**config.mk**
```make
export PLATFORM = sky130hd
export DESIGN_NAME = bank_ring_buffer
export DESIGN_NICKNAME = d
export VERILOG_FILES = /design/src/rtl/bank_ring_pkg.sv /design/src/rtl/ring_ctrl.sv /design/src/rtl/bank_ram.sv /design/src/rtl/bank_ring_buffer.sv
export SDC_FILE = /design/constraint.sdc
export NUM_CORES = 1
export LEC_CHECK = 0
export ABC_AREA = 1
export BUFFER_PORTS_ARGS = -buffer_cell sky130_fd_sc_hd__buf_2
export CAP_MARGIN = 20
export CORE_ASPECT_RATIO = 1.1
export CORE_MARGIN = 2
export CORE_UTILIZATION = 67
export CTS_CLUSTER_DIAMETER = 30
export CTS_CLUSTER_SIZE = 12
export DETAILED_ROUTE_END_ITERATION = 12
export GPL_TIMING_DRIVEN = 0
export PLACE_DENSITY = 0.84
export SLEW_MARGIN = 40
export SYNTH_ARGS = -nofsm -noshare
export SYNTH_HDL_FRONTEND = slang
export SYNTH_HIERARCHICAL = 1
export SYNTH_SLANG_ARGS = --single-unit
```
**constraint.sdc**
```tcl
create_clock -name clk -period 8.5 [get_ports clk]
set_input_delay 0.85 -clock clk [delete_from_list [all_inputs] [get_ports clk]]
set_output_delay 0.85 -clock clk [all_outputs]
set_load 0.1 [all_outputs]
```
**src/rtl/bank_ring_pkg.sv**
```systemverilog
// Shared types for the banked hand-off buffer.
// Assumes nothing beyond IEEE 1800-2017 packages.
package bank_ring_pkg;

    // How occupancy moves in one cycle.
    typedef enum logic [1:0] {
        OCC_HOLD = 2'd0,
        OCC_UP   = 2'd1,
        OCC_DOWN = 2'd2
    } occ_step_t;

endpackage

```
**src/rtl/ring_ctrl.sv**
```systemverilog
// Ring control: head, tail and occupancy of the bank ring, plus the
// sticky error flag. Push/pop legality is judged on the occupancy held
// at the start of the cycle. Assumes NUM_BANKS >= 1.
module ring_ctrl
    import bank_ring_pkg::*;
#(
    parameter int NUM_BANKS = 2,
    parameter int IDX_W     = 1,
    parameter int CNT_W     = 2
) (
    input  logic             clk,
    input  logic             rst_n,
    input  logic             push,
    input  logic             pop,
    output logic [IDX_W-1:0] head,
    output logic [IDX_W-1:0] tail,
    output logic [CNT_W-1:0] occ,
    output logic             full,
    output logic             empty,
    output logic             err
);

    localparam logic [IDX_W-1:0] LAST_IDX = IDX_W'(NUM_BANKS - 1);
    localparam logic [CNT_W-1:0] MAX_OCC  = CNT_W'(NUM_BANKS);

    logic      push_ok;
    logic      pop_ok;
    occ_step_t step;

    // Status from the registered occupancy.
    always_comb begin
        full  = (occ == MAX_OCC);
        empty = (occ == '0);
    end

    // Accept commands only when the current occupancy allows them.
    always_comb begin
        push_ok = push && !full;
        pop_ok  = pop && !empty;
        unique case ({push_ok, pop_ok})
            2'b10:   step = OCC_UP;
            2'b01:   step = OCC_DOWN;
            default: step = OCC_HOLD;
        endcase
    end

    // Advance the tail on an accepted push.
    always_ff @(posedge clk) begin
        if (!rst_n)       tail <= '0;
        else if (push_ok) tail <= (tail == LAST_IDX) ? '0 : tail + 1'b1;
    end

    // Advance the head on an accepted pop.
    always_ff @(posedge clk) begin
        if (!rst_n)      head <= '0;
        else if (pop_ok) head <= (head == LAST_IDX) ? '0 : head + 1'b1;
    end

    // Track occupancy.
    always_ff @(posedge clk) begin
        if (!rst_n) occ <= '0;
        else begin
            case (step)
                OCC_UP:   occ <= occ + 1'b1;
                OCC_DOWN: occ <= occ - 1'b1;
                default:  occ <= occ;
            endcase
        end
    end

    // Latch any refused command until reset.
    always_ff @(posedge clk) begin
        if (!rst_n)                                  err <= 1'b0;
        else if ((push && full) || (pop && empty))   err <= 1'b1;
    end

endmodule

```
**src/rtl/bank_ram.sv**
```systemverilog
// One bank: single-port storage with a combinational read path. The
// registered read stage lives in the top, so a bank's content can be
// read by whichever side owns it. Storage is not reset.
module bank_ram #(
    parameter int DEPTH  = 16,
    parameter int DATA_W = 16,
    parameter int ADDR_W = 4
) (
    input  logic              clk,
    input  logic              we,
    input  logic [ADDR_W-1:0] addr,
    input  logic [DATA_W-1:0] wdata,
    output logic [DATA_W-1:0] rdata
);

    logic [DATA_W-1:0] mem [DEPTH];

    // Write one word.
    always_ff @(posedge clk) begin
        if (we) mem[addr] <= wdata;
    end

    // Present the addressed word.
    assign rdata = mem[addr];

endmodule

```
**src/rtl/bank_ring_buffer.sv**
```systemverilog
// Banked producer/consumer hand-off buffer. The producer port maps onto
// the tail bank, the consumer port onto the head bank. Ownership moves a
// whole bank per push/pop. Assumes head and tail only coincide when the
// ring is empty (producer owns) or full (consumer owns).
module bank_ring_buffer
    import bank_ring_pkg::*;
#(
    parameter int NUM_BANKS  = 2,
    parameter int BANK_DEPTH = 16,
    parameter int DATA_W     = 16,
    localparam int ADDR_W    = (BANK_DEPTH > 1) ? $clog2(BANK_DEPTH) : 1
) (
    input  logic              clk,
    input  logic              rst_n,
    input  logic              prod_push,
    input  logic              prod_we,
    input  logic              prod_re,
    input  logic [ADDR_W-1:0] prod_addr,
    input  logic [DATA_W-1:0] prod_wdata,
    output logic [DATA_W-1:0] prod_rdata,
    input  logic              cons_pop,
    input  logic              cons_we,
    input  logic              cons_re,
    input  logic [ADDR_W-1:0] cons_addr,
    input  logic [DATA_W-1:0] cons_wdata,
    output logic [DATA_W-1:0] cons_rdata,
    output logic              full,
    output logic              empty,
    output logic              err
);

    localparam int IDX_W = (NUM_BANKS > 1) ? $clog2(NUM_BANKS) : 1;
    localparam int CNT_W = $clog2(NUM_BANKS + 1);

    logic [IDX_W-1:0]  head;
    logic [IDX_W-1:0]  tail;
    logic [CNT_W-1:0]  occ;
    logic [DATA_W-1:0] bank_rd [NUM_BANKS];
    logic              prod_live;
    logic              cons_live;

    ring_ctrl #(
        .NUM_BANKS (NUM_BANKS),
        .IDX_W     (IDX_W),
        .CNT_W     (CNT_W)
    ) u_ctrl (
        .clk   (clk),
        .rst_n (rst_n),
        .push  (prod_push),
        .pop   (cons_pop),
        .head  (head),
        .tail  (tail),
        .occ   (occ),
        .full  (full),
        .empty (empty),
        .err   (err)
    );

    // A side may touch its bank only while it owns one.
    always_comb begin
        prod_live = !full;
        cons_live = !empty;
    end

    // One bank per ring slot, its port steered to the owning side.
    for (genvar b = 0; b < NUM_BANKS; b++) begin : g_bank
        logic              own_p;
        logic              own_c;
        logic              we_b;
        logic [ADDR_W-1:0] addr_b;
        logic [DATA_W-1:0] wdata_b;

        // Steer address, data and write enable to this bank.
        always_comb begin
            own_p   = prod_live && (tail == IDX_W'(b));
            own_c   = cons_live && (head == IDX_W'(b));
            addr_b  = own_p ? prod_addr  : cons_addr;
            wdata_b = own_p ? prod_wdata : cons_wdata;
            we_b    = (own_p && prod_we) || (own_c && cons_we);
        end

        bank_ram #(
            .DEPTH  (BANK_DEPTH),
            .DATA_W (DATA_W),
            .ADDR_W (ADDR_W)
        ) u_ram (
            .clk   (clk),
            .we    (we_b),
            .addr  (addr_b),
            .wdata (wdata_b),
            .rdata (bank_rd[b])
        );
    end

    // Register producer read data from the tail bank.
    always_ff @(posedge clk) begin
        if (!rst_n)                     prod_rdata <= '0;
        else if (prod_re && prod_live)  prod_rdata <= bank_rd[tail];
    end

    // Register consumer read data from the head bank.
    always_ff @(posedge clk) begin
        if (!rst_n)                     cons_rdata <= '0;
        else if (cons_re && cons_live)  cons_rdata <= bank_rd[head];
    end

endmodule

```
==> flow_summary_export.csv <==
group,metric,value,unit
grt,grt_first_pass_wirelength,103000,um
logic_synthesis,synth_seq_cells,549,
logic_synthesis,synth_edf_count,512,
drt,via_count,18801,
drt,wl_per_cell,20.8,um
logic_synthesis,yosys-top-cells-count,"1,574 x nand2_1, 512 x edfxtp_1, 173 x inv_1",
sta,setup_viol,0,
placement,io_buffer_count,82,
logic_synthesis,ys_types,26,
placement,dpl_cell_area,0.0257,mm2
sta,hold_viol,0,
final_layout,stdcell_area,0.0291,mm2
setup_path,cp-start-kind,"register",
floorplanning,start_util,67.7,%
run,cap_violations,0,
clock_tree,hold_buffers,0,
grt,track_usage,37.0,%
clock_tree,h-tree-depth,3,
clock_tree,path_clk_slew,0.05,ns
sta,hold_ws,0.518,ns
final_layout,diodes,0,
logic_synthesis,synth_area_leaders,"edfxtp_1 63%, nand2_1 24%, dfxtp_1 3.0%",
sta,clock_skew,0.0199,ns
placement,dp_hpwl,44800,um
clock_tree,cts_made_buffers,93,
setup_path,cp.arrival,4.12,ns
sta,slew-limit-headroom,38.2,%
drt,drt-pass1-iter-count,6,
power,p_leak,13.0,nW
setup_path,slowest_delay,0.76,ns
sta,maxSlewViolCount,0,
sta,rsz0062_at_grt,"no",
setup_path,crit_buf_inv,4,
power,power_density,327,mW/mm2
clock_tree,ctsLongestPathBuffers,3,
setup_path,crit_family,"simple AND/OR/NAND/NOR gates",
clock_tree,clockRootBuffer,"clkbuf_16",
logic_synthesis,synth_most_common_cell,"nand2_1",
clock_tree,clkLatencyLatePin,0.61,ns
drt,drc_errors,0,
run_status,status,"completed",
floorplanning,fp.dieW,186,um
sta,finalSetupTns,0,ns
final_layout,nNetsFinal,2832,
final_layout,area_growth,19.2,%
grt,grt_pass1_vias,18566,
sta,worstMarginPinSlew,0.926,ns
floorplanning,core_area,0.0361,mm2
setup_path,crit_type,"reg2reg",
setup_path,worst_path_max_delay_cell,"nor2_2",
logic_synthesis,synth-warning-count,6,
sta,min_period,3.89,ns
floorplanning,dieArea,0.0380,mm2
logic_synthesis,synth.top_cell.area_share,63.0,%
clock_tree,cts.sinks,549,
logic_synthesis,syn_area_per_cell,9.37,um2
grt,grt_start_max_net_pins,17,
sta,max_freq,257,MHz
setup_path,required,8.73,ns
setup_path,worstPathCellList,"inv_1 -> nor2_2 -> nor2_4 -> buf_4 -> o21ai_1 -> buf_2 -> buf_2 -> nand3_1 -> nor2_2",
hold_path,hold_class,"reg2reg",
setup_path,cp-end-kind,"register",
drt,drt-initial-drc-count,2149,
logic_synthesis,ys_seq_area_share,66.0,%
logic_synthesis,synth_cells,2606,
drt,ant_nets,0,
clock_tree,post_cts_resized,0,
floorplanning,fp.dieH,204,um
logic_synthesis,yosys.area.top_type,"edfxtp_1",
drt,post_drt_via_cell_ratio,5.62,
grt,antenna_found_initial,0,
power,power.total,9.53,mW
final_layout,drive_gt1_share,15.2,%
grt,grt_overflow_total,0,
clock_tree,cts_tree,"built",
logic_synthesis,synthesis.area,0.0244,mm2
floorplanning,ios,83,
drt,drt-total-wl,69600,um
floorplanning,rows,73,
logic_synthesis,synthArstFlopShare,0,%
logic_synthesis,syn-num-nets,2655,
setup_path,crit_fanout,16,
placement,place_congestion,0.962,
sta,final.period_utilization,45.8,%
logic_synthesis,synthFlopType,"edfxtp_1",
power,vdd_drop_max,0.281,mV
clock_tree,post-cts-setup-buffers,0,
-- final timing paths --
check                                                 start                                   end  slack, ns  cells past startpoint
worst min register to register  prod_rdata[12]$_SDFFE_PN0P_           prod_rdata[12]$_SDFFE_PN0P_       0.52                      4
worst min-delay path            prod_rdata[12]$_SDFFE_PN0P_           prod_rdata[12]$_SDFFE_PN0P_       0.52                      4
worst max register to register   u_ctrl/occ[1]$_SDFFE_PN0P_  g_bank[0].u_ram/mem[11][5]$_DFFE_PP_       4.61                      9
worst max-delay path             u_ctrl/occ[1]$_SDFFE_PN0P_  g_bank[0].u_ram/mem[11][5]$_DFFE_PP_       4.61                      9
-- registers in the layout, summed over array words and instances (netlist names) --
signal and flops:
prod_rdata 16, cons_rdata 16, u_ctrl/head 1, u_ctrl/tail 1, u_ctrl/occ 2, u_ctrl/err 1, g_bank.u_ram/mem 512
-- metal layers --
layer / vias to the layer above / share of wire (%) / global-route usage [%]
li1: 8572 / - / -
met4: 0 / 8.1 / 26.2
met1: 8733 / 34 / 44.3
met2: 1180 / 48 / 60.9
met3: 316 / 10 / 6.34
met5: - / 0 / 0
-- stage by stage --
stage,util [%],instances,worst slack [ns]
final,80.7,3344,4.61
after global routing,80.7,3344,4.46
after detailed placement,71.4,3175,4.57
after floorplan,-,2606,4.73
after global placement,70.5,3175,4.36
after CTS,80.2,3344,4.56
-- final cells by class --
type / instances / area [um2]
flip-flops and latches: 549 / 16100
fillers: 2057 / 6960
plain buffers: 114 / 776
inverters: 178 / 676
multi-input cells: 1765 / 7350
clock inverters: 69 / 772
well taps: 487 / 609
repair buffers: 82 / 410
clock buffers: 100 / 2410
-- placed cells by master, fill, tap and decap left out, drive strengths merged --
cell type | netlist | final
edfxtp | 512 | 512
nand4 | 1 | 1
nand3b | 1 | 1
inv | 178 | 190
clkinv | 0 | 34
clkinvlp | 0 | 11
dfxtp | 37 | 37
buf | 102 | 184
a21oi | 19 | 19
ha | 1 | 1
o21ai | 23 | 23
o22ai | 2 | 2
nor2 | 133 | 133
bufinv | 0 | 12
nand2 | 1577 | 1577
clkbuf | 12 | 112
nand3 | 8 | 8
-- worst register-to-register path: stages, from the launching register on --
cell	delay, ns
dfxtp_1	0.39
inv_1	0.07
nor2_2	0.43
nor2_4	0.15
buf_4	0.26
o21ai_1	0.43
buf_2	0.36
buf_2	0.30
nand3_1	0.37
nor2_2	0.77
-- power by group --
part / switching [mW] / internal (mW)
Sequential: 0.0497 / 3.26
Combinational: 1.93 / 0.553
Clock: 1.31 / 2.43
-- kinds of logic after synthesis --
kind of cell | count (synthesis) | synth area share [%]
fa+ha+maj | 1 | 0.0512
simple gates | 1720 | 26.8
flops | 549 | 66.0
compound gates | 44 | 1.17
buf+inv | 292 | 5.94
Note: power is estimated with default switching activity, not from simulation.
